### src/rtl/stg_pkg.sv
package stg_pkg;

  localparam int IW = 32;
  localparam logic [IW-1:0] BUBBLE_WORD = 32'h0100_0000;

  typedef enum logic [1:0] {
    CLS_PLAIN     = 2'd0,
    CLS_MEM       = 2'd1,
    CLS_ST_SMALL  = 2'd2,
    CLS_ST_DOUBLE = 2'd3
  } iclass_t;

  function automatic logic is_atomic(input logic [5:0] op3);
    return (op3 == 6'h0D) || (op3 == 6'h0F) || (op3 == 6'h1D) ||
           (op3 == 6'h1F) || (op3 == 6'h3C) || (op3 == 6'h3E);
  endfunction

  function automatic iclass_t classify(input logic [1:0] op, input logic [5:0] op3);
    iclass_t c;
    if (op != 2'b11)                 c = CLS_PLAIN;
    else if (is_atomic(op3))         c = CLS_MEM;
    else if (op3[3:2] != 2'b01)      c = CLS_MEM;
    else if (op3[1:0] == 2'b11)      c = CLS_ST_DOUBLE;
    else                             c = CLS_ST_SMALL;
    return c;
  endfunction

  function automatic logic is_store(input iclass_t c);
    return (c == CLS_ST_SMALL) || (c == CLS_ST_DOUBLE);
  endfunction

  function automatic logic hazard(input iclass_t cur, input iclass_t last,
                                  input iclass_t prev);
    logic pat_dbl;
    logic pat_gap;
    pat_dbl = (last == CLS_ST_DOUBLE);
    pat_gap = (last == CLS_PLAIN) && (prev == CLS_ST_SMALL);
    return is_store(cur) && (pat_dbl || pat_gap);
  endfunction

endpackage

### src/rtl/stg_decode.sv
module stg_decode
  import stg_pkg::*;
(
  input  logic [1:0] op,
  input  logic [5:0] op3,
  output iclass_t    cls,
  output logic       store
);
  always_comb begin
    cls   = classify(op, op3);
    store = is_store(cls);
  end
endmodule

### src/rtl/stg_history.sv
module stg_history
  import stg_pkg::*;
(
  input  logic    clk,
  input  logic    rst_n,
  input  logic    clear,
  input  logic    push,
  input  iclass_t push_cls,
  output iclass_t last_cls,
  output iclass_t prev_cls
);
  always_ff @(posedge clk or negedge rst_n) begin
    if (!rst_n) begin
      last_cls <= CLS_PLAIN;
      prev_cls <= CLS_PLAIN;
    end else if (clear) begin
      last_cls <= CLS_PLAIN;
      prev_cls <= CLS_PLAIN;
    end else if (push) begin
      last_cls <= push_cls;
      prev_cls <= last_cls;
    end
  end
endmodule

### src/rtl/stg_sat_counter.sv
module stg_sat_counter #(
  parameter int W = 16
) (
  input  logic         clk,
  input  logic         rst_n,
  input  logic         inc,
  output logic [W-1:0] count
);
  localparam logic [W-1:0] TOP = {W{1'b1}};
  localparam logic [W-1:0] ONE = {{(W-1){1'b0}}, 1'b1};

  always_ff @(posedge clk or negedge rst_n) begin
    if (!rst_n)                    count <= '0;
    else if (inc && count != TOP)  count <= count + ONE;
  end
endmodule

### src/rtl/b2b_store_guard.sv
module b2b_store_guard
  import stg_pkg::*;
#(
  parameter int CNT_W = 16
) (
  input  logic             clk,
  input  logic             rst_n,
  input  logic             enable,
  input  logic             flush,
  input  logic             in_valid,
  output logic             in_ready,
  input  logic [IW-1:0]    in_instr,
  output logic             out_valid,
  input  logic             out_ready,
  output logic [IW-1:0]    out_instr,
  output logic             out_bubble,
  output logic [CNT_W-1:0] bubble_count
);
  iclass_t in_cls;
  logic    in_is_store;
  iclass_t last_cls;
  iclass_t prev_cls;
  logic    need_bubble;
  logic    xfer;
  logic    bubble_fire;
  iclass_t push_cls;

  stg_decode u_dec (
    .op    (in_instr[31:30]),
    .op3   (in_instr[24:19]),
    .cls   (in_cls),
    .store (in_is_store)
  );

  always_comb begin
    need_bubble = enable && !flush && in_valid && hazard(in_cls, last_cls, prev_cls);
    out_valid   = in_valid;
    out_bubble  = need_bubble;
    out_instr   = need_bubble ? BUBBLE_WORD : in_instr;
    in_ready    = out_ready && !need_bubble;
    xfer        = out_valid && out_ready;
    bubble_fire = xfer && need_bubble;
    push_cls    = need_bubble ? CLS_PLAIN : in_cls;
  end

  stg_history u_hist (
    .clk      (clk),
    .rst_n    (rst_n),
    .clear    (flush),
    .push     (xfer),
    .push_cls (push_cls),
    .last_cls (last_cls),
    .prev_cls (prev_cls)
  );

  stg_sat_counter #(.W(CNT_W)) u_cnt (
    .clk   (clk),
    .rst_n (rst_n),
    .inc   (bubble_fire),
    .count (bubble_count)
  );
endmodule

### config.mk
export PLATFORM = sky130hd
export DESIGN_NAME = b2b_store_guard
export DESIGN_NICKNAME = d
export VERILOG_FILES = /design/src/rtl/stg_pkg.sv /design/src/rtl/stg_decode.sv /design/src/rtl/stg_history.sv /design/src/rtl/stg_sat_counter.sv /design/src/rtl/b2b_store_guard.sv
export SDC_FILE = /design/constraint.sdc
export NUM_CORES = 1
export LEC_CHECK = 0
export BUFFER_PORTS_ARGS = -buffer_cell sky130_fd_sc_hd__buf_2
export CAP_MARGIN = 20
export CORE_MARGIN = 5
export CORE_UTILIZATION = 42
export CTS_CLUSTER_DIAMETER = 120
export DETAILED_ROUTE_END_ITERATION = 16
export GPL_ROUTABILITY_DRIVEN = 0
export GPL_TIMING_DRIVEN = 0
export PLACE_DENSITY_LB_ADDON = 0.25
export REMOVE_ABC_BUFFERS = 1
export SLEW_MARGIN = 20
export SYNTH_ARGS = -nofsm -noshare
export SYNTH_HDL_FRONTEND = slang
export SYNTH_HIERARCHICAL = 1
export SYNTH_SLANG_ARGS = --single-unit
### constraint.sdc
create_clock -name clk -period 2.2 [get_ports clk]
set_input_delay 0.11 -clock clk [delete_from_list [all_inputs] [get_ports clk]]
set_output_delay 0.11 -clock clk [all_outputs]
set_load 0.05 [all_outputs]
# Word-level counts from Yosys, hierarchy flattened
# Index checks and enable logic that the tools add are counted.
[totals]
ff_bits = 20
output_inout_bits = 51
elab_cells = 48
[op_classes]
addsub = 1
n_eq_ne = 14
n_mux = 10
reduce_logical = 20
[op_table]
columns = ["op", "count"]
rows = [
  ["2-to-1 mux 32 bit", 1],
  ["adder 16 x 1 -> 16 bit (second input constant)", 1],
  ["2-to-1 mux 2 bit", 8],
  ["inequality test 16 bit (second input constant)", 1],
  ["== test 6 x 4 -> 1 bit (second input constant)", 2],
  ["== test 6 x 5 -> 1 bit (second input constant)", 2],
  ["== test 6 bit (second input constant)", 2],
  ["== test 2 bit (second input constant)", 5],
  ["logical AND 1 bit", 9],
  ["logical OR 1 bit", 7],
  ["logical NOT 1 bit", 2],
  ["logical NOT 2 bit", 1],
  ["inequality test 2 x 1 -> 1 bit (second input constant)", 1],
  ["inequality test 2 bit (second input constant)", 1],
  ["nonzero test 2 bit", 1],
  ["2-to-1 mux 1 bit", 1],
]

# Depth between registers and ports, before layout
# Gate-level depths: netlist of the first run.
[depth]
word_depth = 15
mapped_depth = 10

# Cells and area by module
# Netlist of the first run, hierarchy kept.
[modules_own_cells]
columns = ["module", "instances", "cells_each", "area_per_inst_um2", "seq_area_each_um2"]
rows = [
  ["stg_sat_counter", 1, 72, 859.6, 400.4],
  ["b2b_store_guard", 1, 94, 723.2, 0.0],
  ["stg_history", 1, 13, 160.2, 100.1],
  ["stg_decode", 1, 6, 43.8, 0.0],
]

# Worst setup path after synthesis of the first run
# Ideal clock, no wire load.
[synth_path]
path_kind = "register -> register"
from = "register u_hist.last_cls[1]"
to = "register u_cnt.count[5]"
setup_time_ns = 0.119
arrival_time_ns = 2.376
required_ns = 2.081
slack_ns = -0.296
stages_incl_launch_ff = 10
n_path_buf = 3
cell_sequence = "dfrtp_1 > buf_6 > or4b_4 > buf_6 > buf_6 > a211oi_2 > and3_1 > and4_2 > o211ai_1 > o21a_1"
[synth_between]
elab_chain_cells = 7
word_cells_on_any_way = 8
classes_between = "eq/ne (1); reduce/logical (7)"
[synth_lines]
columns = ["element", "line_no", "source"]
rows = [
  ["start: declaration", "stg_history.sv:9", "output iclass_t last_cls,"],
  ["start signal: assignment", "stg_history.sv:20", "last_cls <= push_cls;"],
  ["logical NOT 2 bit", "stg_pkg.sv:37", "pat_gap = (last == CLS_PLAIN) && (prev == CLS_ST_SMALL);"],
  ["logical AND 1 bit", "stg_pkg.sv:37", ""],
  ["logical OR 1 bit *", "stg_pkg.sv:38", "return is_store(cur) && (pat_dbl || pat_gap);"],
  ["logical AND 1 bit *", "stg_pkg.sv:38", ""],
  ["logical AND 1 bit *", "b2b_store_guard.sv:36", "need_bubble = enable && !flush && in_valid && hazard(in_cls, last_cls, prev_cls);"],
  ["logical AND 1 bit *", "b2b_store_guard.sv:42", "bubble_fire = xfer && need_bubble;"],
  ["named net bubble_fire", "b2b_store_guard.sv:25", "logic bubble_fire;"],
  ["logical AND 1 bit *", "stg_sat_counter.sv:14", "else if (inc && count != TOP) count <= count + ONE;"],
  ["end signal: assignment", "stg_sat_counter.sv:14", ""],
  ["end: declaration", "stg_sat_counter.sv:7", "output logic [W-1:0] count"],
]
# Mark *: on every way through the listed nets, which the timed path passes. The rest lies on a longest branch.
# A chain may end at the register's enable or synchronous reset.

# Worst setup path in the final report of the first run
[layout_path]
from = "register u_hist.last_cls[0]"
to = "register u_cnt.count[7]"
# Same word-level chain as after synthesis.

==> impl_metrics.yaml, run 1 <==
clocking:
  cts.clk_slew.worst_paths_ns: 0.08
  clockBufferDepth: 2
  htreeDepth: 1
  insertion_delay_ns: 0.26
  cts_buffers: 3
  cts_tree: "yes"
  clock-sinks: 20
  clock_tree.root_cell: "clkbuf_8"
final_layout:
  layout-drive-gt1-share: 0.458
  antennaDiodeCount: 0
  mostFrequentLayoutCells: "90 x buf_2, 34 x a21boi_0, 34 x a22o_1"
  nets: 317
  utilization: 0.600
  fin_cells: 327
  syn_to_final_growth_pct: 36.3
  layout_commonest_cell: "buf_2"
route:
  viasPerCell: 5.75
  initialDrtViolationCount: 89
  ant_nets: 0
  wl_per_cell_um: 16.6
  vias: 1881
  wl_um: 5430
  drc: 0
  drt_first_pass_iters: 4
setup_path:
  path_cells: "or4b_4, a211oi_4, buf_6, and3_4, and4_4, a31oi_1, a31oi_1"
  reg2reg_depth: 7
  cpPeakStageDelay_ns: 0.56
  worst-path-buf-inv: 1
  reg2reg_to: "u_cnt/count[7]$_DFFE_PN0P_"
  rrSetupSlack_ns: -0.06
  worstSetupPathType: "reg2reg"
  crit_fanout: 4
  critical_path.startpoint: "u_hist/last_cls[0]$_DFFE_PN0P_"
  slowest_stage: "or4b_4"
  crit_path_start_kind: "flop"
  arrival_ns: 2.44
  crit_family: "simple AND/OR/NAND/NOR gates"
  cp.depth: 7
  crit_path_end: "u_cnt/count[7]$_DFFE_PN0P_"
  r2r_start: "u_hist/last_cls[0]$_DFFE_PN0P_"
  required_ns: 2.38
  endpoint_kind: "flop"
  cp_common_cell: "a31oi_1"
sta:
  fin_crit_ns: 2.26
  setup_viol: 19
  fin_skew_ns: 0.00153
  fin_ws_ns: -0.0588
  tightest_slew_ns: 0.446
  fin_crit_sh: 1.03
  rsz0062_at_grt: "yes"
  hold_slack_ns: 0.0658
  tns_ns: -0.580
  max_freq_mhz: 443
  finalMaxSlewViolations: 0
  hold_viol: 0
  max_slew_margin: 0.702
global_route:
  grt_overflow: 0
  grt_pass1_vias: 1755
  track_usage: 0.183
  antenna_found_initial: 0
  grt_pass1_wl_um: 8290
  grt_max_degree: 21
floorplanning:
  die_area_sq_mm: 0.00566
  core_sq_mm: 0.00406
  die_h_um: 75.2
  start_util: 0.440
  pin_count: 89
  die_w_um: 75.2
  num_rows: 23
status:
  violations: "negative setup slack"
  status: "finished, violations left"
logic_synthesis:
  syn_area_per_cell_sq_um: 9.66
  ys_async_sr_fraction: 1.00
  ys_types: 42
  synth_top_flop_cell: "dfrtp_1"
  synth_edf_count: 0
  seq_area_frac_synth: 0.280
  syn_inst: 185
  yosys_warnings: 6
  ys_ff_latch: 20
  syn-cell-area_sq_mm: 0.00179
power_and_ir_drop:
  pwr_density_cell_mw_per_mm2: 426
  peakVddDrop_v: 0.000463
  p_leak_nw: 1.23
  finalPower_mw: 1.04
min_path:
  holdPathStages: 2
  hold_class: "in2reg"
placement:
  dp_cells: 307
  hpwl_um: 3550
  io_buffers: 88
run:
  cap_violations: 0
[report_power, final]
| group | internal, mW | leakage, nW | switching [mW] |
|---|---|---|---|
| Combinational | 0.0981 | 0.923 | 0.196 |
| Sequential | 0.370 | 0.275 | 0.00219 |
| Clock | 0.243 | 0.0357 | 0.128 |
| Total | 0.711 | 1.23 | 0.326 |
[registers in the layout, indices dropped and copies added, names as in the netlist]
register	count
u_cnt/count	16
u_hist/last_cls	2
u_hist/prev_cls	2
[logic make-up after synthesis]
group / count (synthesis) / share of synthesized area
AO/OA/AOI/OAI: 88 / 0.397
multiplexers: 5 / 0.0287
buffers and inverters: 21 / 0.0707
adder cells (fa/ha/maj): 1 / 0.00700
XOR/XNOR: 7 / 0.0343
AND/OR/NAND/NOR: 43 / 0.182
flip-flops: 20 / 0.280
[per-stage QoR]
stage	instance area (sq um)	setup slack (ns)
floorplan	1670	-0.509
global placement	2170	-1.37
detailed placement	2200	-0.860
CTS	2400	-0.114
global route	2430	-0.117
finish	2430	-0.0588
[worst min-delay path by stage]
stage | from | end | slack (ns)
final | flush | u_hist/last_cls[0]$_DFFE_PN0P_ | 0.07
after global routing | flush | u_hist/last_cls[0]$_DFFE_PN0P_ | 0.07
after CTS | flush | u_hist/last_cls[0]$_DFFE_PN0P_ | 0.06
after detailed placement | rst_n | u_cnt/count[11]$_DFFE_PN0P_ | 0.09
after global placement | rst_n | u_cnt/count[8]$_DFFE_PN0P_ | 0.08
after floorplan | rst_n | u_cnt/count[0]$_DFFE_PN0P_ | -0.19
[cell usage after synthesis (2+ instances only)]
library cell / instances / area, sq um
a31oi_1: 3 / 18.8
nand3_1: 5 / 25.0
a21oi_1: 5 / 25.0
nor2_1: 6 / 22.5
xnor2_1: 5 / 43.8
and3_1: 2 / 12.5
inv_1: 3 / 11.3
xor2_1: 2 / 17.5
nor4_4: 2 / 42.5
clkbuf_1: 9 / 33.8
nand4_1: 8 / 50.1
buf_6: 5 / 56.3
a21boi_0: 34 / 255
o21a_1: 5 / 37.5
mux2i_1: 4 / 40.0
a22o_1: 34 / 298
buf_4: 2 / 15.0
nand2_1: 8 / 30.0
dfrtp_1: 20 / 500
[cell type report]
| type | count | area [sq um] |
|---|---|---|
| sequential | 20 | 508 |
| clock inverter | 1 | 30.0 |
| tap | 50 | 62.6 |
| multi-input combinational | 145 | 1200 |
| clock buffer | 3 | 41.3 |
| timing repair buffer | 105 | 584 |
| fill | 363 | 1620 |
| inverter | 3 | 11.3 |
[layer usage]
metal  global-route usage  up-vias  share of wire
met2                0.328       72           0.49
met3               0.0240        6          0.090
met1                0.232      889           0.41
li1                     -      914              -
met4               0.0466        0          0.012
met5                    0        -              0
[repair_timing]
action,CTS,global route
endpoints found under the setup margin,52,27
pin swaps,7,5
buffers inserted,11,3
gates resized for setup,8,4
cloned,1,0
endpoints found under the hold margin,20,0
hold buffers,1,0
No activity file was read; power rests on OpenSTA's default activity.
==> inputs of run 2 (changes only) <==
--- a/config.mk
+++ b/config.mk
@@ -8,7 +8,7 @@
 export BUFFER_PORTS_ARGS = -buffer_cell sky130_fd_sc_hd__buf_2
 export CAP_MARGIN = 20
 export CORE_MARGIN = 5
-export CORE_UTILIZATION = 42
+export CORE_UTILIZATION = 37
 export CTS_CLUSTER_DIAMETER = 120
 export DETAILED_ROUTE_END_ITERATION = 16
 export GPL_ROUTABILITY_DRIVEN = 0
@@ -18,5 +18,5 @@
 export SLEW_MARGIN = 20
 export SYNTH_ARGS = -nofsm -noshare
 export SYNTH_HDL_FRONTEND = slang
-export SYNTH_HIERARCHICAL = 1
 export SYNTH_SLANG_ARGS = --single-unit
+export TNS_END_PERCENT = 30
==> run 2 against run 1 <==
Compared with the run above:
- the flow now finishes without violations
- sequential power about the same
- first-iteration DRC count decreased by 51%
- cell count decreased by 13%
- via count shrank 27%
- critical path depth decreased by 1
- clock-buffer cell count did not move
- core utilization up 2.2 points
- sequential share of layout area increased by 3.2 points
- die area shrank 17%
- critical path type is now reg2out
==> impl_metrics.yaml, run 2 <==
global_route:
  grt_pass1_vias: 1194
  grt_pass1_wl_um: 5560
  antenna_found_initial: 0
  grt_max_degree: 21
  track_usage: 0.152
  grt_overflow: 0
logic_synthesis:
  synth_edf_count: 0
  ys_types: 32
  ys_async_sr_fraction: 1.00
  synth_common_cells: "31 x nor2b_1, 20 x dfrtp_1, 12 x nand3_1, 12 x xnor2_1, 8 x nand2_1"
  muxShareOfSynthArea: 0.00883
  yosys.area_share.simple: 0.375
  synth_fa_ha_area_frac: 0.00981
  synth.top_cell.area_share: 0.393
  yosys_warnings: 0
  synth_compound_area_frac: 0.0854
  yosysMostFrequentCell: "nor2b_1"
  synthXorXnorAreaFrac: 0.0893
  syn_area_per_cell_sq_um: 9.17
  synth_top_flop_cell: "dfrtp_1"
  syn_inst: 139
  seq_area_frac_synth: 0.393
  syn-cell-area_sq_mm: 0.00127
  synth_top_area_cell: "dfrtp_1"
  ys_ff_latch: 20
  synth_top_family_by_area: "simple AND/OR/NAND/NOR gates"
  synthTopCellsByArea: "dfrtp_1 39%, nor2b_1 15%, xnor2_1 8.2%"
power_and_ir_drop:
  power_switching_mw: 0.271
  combPwrFrac: 0.328
  intPower_mw: 0.524
  finalPower_mw: 0.795
  p_sw_frac: 0.340
  pwr_density_cell_mw_per_mm2: 383
  clkPwrFrac: 0.208
  peakVddDrop_v: 0.000231
  power_frac_seq: 0.464
  p_leak_nw: 1.04
floorplanning:
  die_h_um: 68.7
  core_sq_mm: 0.00334
  die_w_um: 68.7
  start_util: 0.382
  pin_count: 89
  num_rows: 21
  die_area_sq_mm: 0.00472
sta:
  fin_skew_ns: 0.00385
  max_slew_margin: 0.626
  tns_ns: 0
  rsz0062_at_grt: "yes"
  max_freq_mhz: 461
  fin_crit_sh: 0.986
  setup_viol: 0
  finalMaxSlewViolations: 0
  fin_crit_ns: 2.17
  hold_viol: 0
  tightest_slew_ns: 0.557
placement:
  io_buffers: 88
  hpwl_um: 2690
final_layout:
  reg_top3: "u_cnt.count x16, u_hist.last_cls x2, u_hist.prev_cls x2"
  nets: 280
  largest_register: "u_cnt.count"
  syn_to_final_growth_pct: 62.9
  layout_commonest_cell: "buf_2"
  layout-drive-gt1-share: 0.464
  largest_reg_flops: 16
  antennaDiodeCount: 0
  mostFrequentLayoutCells: "63 x buf_2, 31 x nor2b_1, 28 x buf_6"
clocking:
  cts_buffers: 3
  insertion_delay_ns: 0.29
  cts_tree: "yes"
  htreeDepth: 1
  clockBufferDepth: 2
  clock_tree.root_cell: "clkbuf_4"
  clock-sinks: 20
  cts.clk_slew.worst_paths_ns: 0.10
setup_path:
  reg2reg_to: "u_cnt.count[1]$_DFFE_PN0P_"
  arrival_ns: 2.06
  worstSetupPathType: "reg2out"
  r2r_start: "u_hist.last_cls[0]$_DFFE_PN0P_"
  crit_path_start_kind: "flop"
  critical_path.startpoint: "u_hist.last_cls[0]$_DFFE_PN0P_"
  rrSetupSlack_ns: 0.06
  endpoint_kind: "output port"
  required_ns: 2.09
  reg2reg_depth: 5
  crit_fanout: 4
run:
  cap_violations: 0
route:
  ant_nets: 0
  wl_um: 4040
  drt_first_pass_iters: 6
  drc: 0
  initialDrtViolationCount: 44
  viasPerCell: 4.81
  vias: 1371
  wl_per_cell_um: 14.2
min_path:
  hold_end: "u_hist.prev_cls[1]$_DFFE_PN0P_"
  holdPathStages: 2
  hold_class: "in2reg"
  hp-start: "flush"
status:
  status: "completed"
==> run 2: changes by cell type after synthesis, moves of 3 or more <==
cell and delta:
o21a_1 -5, a21boi_0 -34, xnor2_1 +7, and2_1 +3, clkbuf_1 -5, a22o_1 -34
nor3_1 +3, buf_6 -4, nand3b_1 +3, nor2_1 -3, mux2i_1 -4, nor2b_1 +31
nand3_1 +7
==> run 2: metrics by stage <==
stage               std cells  worst slack (ns)  hold WS [ns]  utilization  area (sq um)
finish                    285            0.0310        0.0217        0.622          2080
floorplan                 132             -1.21        -0.186            -          1240
CTS                       282           -0.0582        0.0114        0.592          1980
global placement          266            -0.877        0.0806        0.520          1730
global route              285           -0.0520        0.0108        0.622          2080
detailed placement        267            -0.315        0.0793        0.526          1760
==> run 2: power groups by stage <==
stage | combinational, mW | sequential (mW) | clock [mW]
floorplan | 0.140 | 0.376 | 0
global placement | 0.220 | 0.376 | 0
detailed placement | 0.221 | 0.376 | 0
CTS | 0.241 | 0.369 | 0.175
global route | 0.274 | 0.369 | 0.190
finish | 0.260 | 0.369 | 0.166
==> run 2: worst max path at each step <==
stage | depth (start not counted) | endpoint | slack [ns]
after floorplan | 3 | in_ready | -1.21
after global placement | 4 | out_instr[24] | -0.88
after detailed placement | 4 | u_cnt.count[1]$_DFFE_PN0P_ | -0.31
after global routing | 5 | out_instr[12] | -0.05
after CTS | 5 | out_instr[4] | -0.06
final | 6 | out_instr[10] | 0.03
==> run 2: what timing repair did <==
action | in CTS | in global routing
gates cloned | 1 | 0
hold endpoints to repair | 20 | 0
buffers inserted | 10 | 4
hold buffers | 1 | 0
pin swaps | 3 | 4
endpoints found under the setup margin | 49 | 44
gates resized for setup | 26 | 39
==> run 2: kinds of logic after synthesis <==
| family | count (synthesis) |
|---|---|
| adder cells (fa/ha/maj) | 1 |
| multiplexers | 1 |
| XOR/XNOR | 13 |
| AND/OR/NAND/NOR | 81 |
| buffers and inverters | 10 |
| flip-flops | 20 |
| AO/OA/AOI/OAI | 13 |
==> run 2: worst max-delay path, cell delays in order (launching register included) <==
cell and delay [ns]:
dfrtp_1 0.40, or4b_4 0.56, a211oi_4 0.33, buf_6 0.16, buf_4 0.10, nor2b_1 0.03, buf_2 0.20
==> run 2: final cells by class <==
| class | instances | area [sq um] |
|---|---|---|
| inverter | 3 | 11.3 |
| timing repair buffer | 104 | 751 |
| clock buffer | 3 | 22.5 |
| sequential | 20 | 500 |
| fill | 298 | 1260 |
| multi-input combinational | 109 | 734 |
| tap | 46 | 57.6 |
==> run 2: layer usage <==
layer / vias up / track usage / share of wire
li1: 684 / - / -
met3: 6 / 0.0178 / 0.045
met4: 0 / 0.0365 / 0.013
met1: 636 / 0.199 / 0.40
met5: - / 0 / 0
met2: 45 / 0.265 / 0.54
==> inputs of run 3 (changes only) <==
--- a/config.mk
+++ b/config.mk
@@ -8,7 +8,7 @@
 export BUFFER_PORTS_ARGS = -buffer_cell sky130_fd_sc_hd__buf_2
 export CAP_MARGIN = 20
 export CORE_MARGIN = 5
-export CORE_UTILIZATION = 37
+export CORE_UTILIZATION = 29
 export CTS_CLUSTER_DIAMETER = 120
 export DETAILED_ROUTE_END_ITERATION = 16
 export GPL_ROUTABILITY_DRIVEN = 0
==> run 3 against run 2 <==
Compared with the run above:
- highest routed layer unchanged
- clock skew about the same
- sequential share of layout area decreased by 0.66 points
- critical endpoint unchanged
- first-iteration DRC count down 25%
==> impl_metrics.yaml, run 3 (same netlist as run 2, synthesis figures left out) <==
power_and_ir_drop:
  peakVddDrop_v: 0.000314
  finalPower_mw: 0.993
  pwr_density_cell_mw_per_mm2: 465
  p_leak_nw: 1.05
global_route:
  grt_overflow: 0
  grt_pass1_vias: 1288
  track_usage: 0.127
  grt_pass1_wl_um: 6270
  grt_max_degree: 23
  antenna_found_initial: 0
sta:
  fin_skew_ns: 0.00418
  finalMaxSlewViolations: 0
  fin_crit_ns: 2.18
  rsz0062_at_grt: "yes"
  setup_viol: 0
  fin_crit_sh: 0.992
  max_freq_mhz: 458
  tightest_slew_ns: 0.559
  max_slew_margin: 0.625
  hold_viol: 0
floorplanning:
  num_rows: 24
  core_sq_mm: 0.00432
  die_area_sq_mm: 0.00582
  die_h_um: 76.3
  start_util: 0.295
  pin_count: 89
  die_w_um: 76.3
route:
  wl_um: 4180
  vias: 1395
  ant_nets: 0
  drc: 0
  viasPerCell: 4.83
  wl_per_cell_um: 14.4
  initialDrtViolationCount: 33
  drt_first_pass_iters: 4
setup_path:
  required_ns: 2.09
  worstSetupPathType: "reg2out"
  crit_path_start_kind: "flop"
  endpoint_kind: "output port"
  arrival_ns: 2.07
  crit_fanout: 11
final_layout:
  reg_top3: "u_cnt.count x16, u_hist.last_cls x2, u_hist.prev_cls x2"
  utilization: 0.494
  layout-drive-gt1-share: 0.473
  largest_register: "u_cnt.count"
  fillers: 395
  seqCellArea_sq_um: 500
  largest_reg_flops: 16
  layout_commonest_cell: "buf_2"
  mostFrequentLayoutCells: "65 x buf_2, 28 x nor2b_1, 25 x buf_6"
  multiInputGateArea_sq_um: 746
  syn_to_final_growth_pct: 67.5
  antennaDiodeCount: 0
  nets: 277
run:
  cap_violations: 0
clocking:
  cts_buffers: 3
  htreeDepth: 1
  clock_tree.root_cell: "clkbuf_8"
  clock-sinks: 20
  cts.clk_slew.worst_paths_ns: 0.07
  insertion_delay_ns: 0.26
  cts_tree: "yes"
  clockBufferDepth: 2
status:
  status: "completed"
placement:
  io_buffers: 88
  hpwl_um: 2950
min_path:
  hold_class: "in2reg"
## run 3: cell count changes in the layout (fill, tap and decap cells not counted), moves of 2 or more
cell,delta
buf_4,-5
buf_6,-3
clkbuf_4,-3
clkbuf_8,+3
nor2b_1,-3
nor2b_2,+3
buf_2,+2
buf_8,+2
clkbuf_16,+2
## run 3: cell type report
cell class / count / area share
clock inverter: 1 / 0.0141
inverter: 3 / 0.00527
clock buffer: 3 / 0.0193
multi-input combinational: 109 / 0.349
tap: 52 / 0.0305
sequential: 20 / 0.234
timing repair buffer: 101 / 0.347
## run 3: per-layer routing
metal,wire (um),track usage
met5,0,0
met4,45,0.0507
met3,370,0.0414
met1,1700,0.153
met2,2060,0.209
## run 3: stage by stage
| stage | TNS (ns) | setup WS, ns | hold slack [ns] | cells | instance area [sq um] |
|---|---|---|---|---|---|
| 2_1_floorplan | -40.85 | -1.21 | -0.186 | 132 | 1240 |
| 3_3_place_gp | -26.42 | -0.896 | 0.0910 | 272 | 1740 |
| 3_5_place_dp | -1.78 | -0.345 | 0.0932 | 273 | 1760 |
| 4_1_cts | 0 | 0.00639 | 0.0465 | 282 | 1880 |
| 5_1_grt | -0.744 | -0.0433 | 0.0498 | 289 | 2140 |
| 6_report | 0 | 0.0166 | 0.0511 | 289 | 2140 |
## run 3: path summary, 6_finish.rpt
kind	startpoint	end	slack (ns)	depth (start not counted)
setup / recovery	u_hist.last_cls[1]$_DFFE_PN0P_	out_instr[10]	0.02	6
hold / removal	flush	u_hist.prev_cls[0]$_DFFE_PN0P_	0.05	2
setup reg to reg	u_hist.last_cls[1]$_DFFE_PN0P_	u_cnt.count[1]$_DFFE_PN0P_	0.07	5
hold reg to reg	u_cnt.count[5]$_DFFE_PN0P_	u_cnt.count[5]$_DFFE_PN0P_	0.51	1
max in group asynchronous	rst_n	u_cnt.count[3]$_DFFE_PN0P_	1.56	2
min in group asynchronous	rst_n	u_cnt.count[12]$_DFFE_PN0P_	0.33	2
## run 3: where the power goes
| part | switching [mW] | internal [mW] | total [mW] |
|---|---|---|---|
| sequential | 0.000775 | 0.368 | 0.369 |
| clock | 0.121 | 0.243 | 0.364 |
| combinational | 0.167 | 0.0931 | 0.260 |
| total | 0.289 | 0.704 | 0.993 |
## run 3: timing repair
action	CTS	global route
setup endpoints to repair	49	34
pin swaps	2	2
hold buffers	1	0
setup buffers	4	4
cloned	0	3
hold endpoints to repair	20	0
gates resized for setup	2	77
## run 3: worst max-delay path, cell delays in order, from the launching register on
cell       delay, ns
dfrtp_1         0.40
or4b_4          0.56
a211oi_4        0.32
buf_4           0.18
clkbuf_16       0.15
nor2b_1         0.06
buf_6           0.15
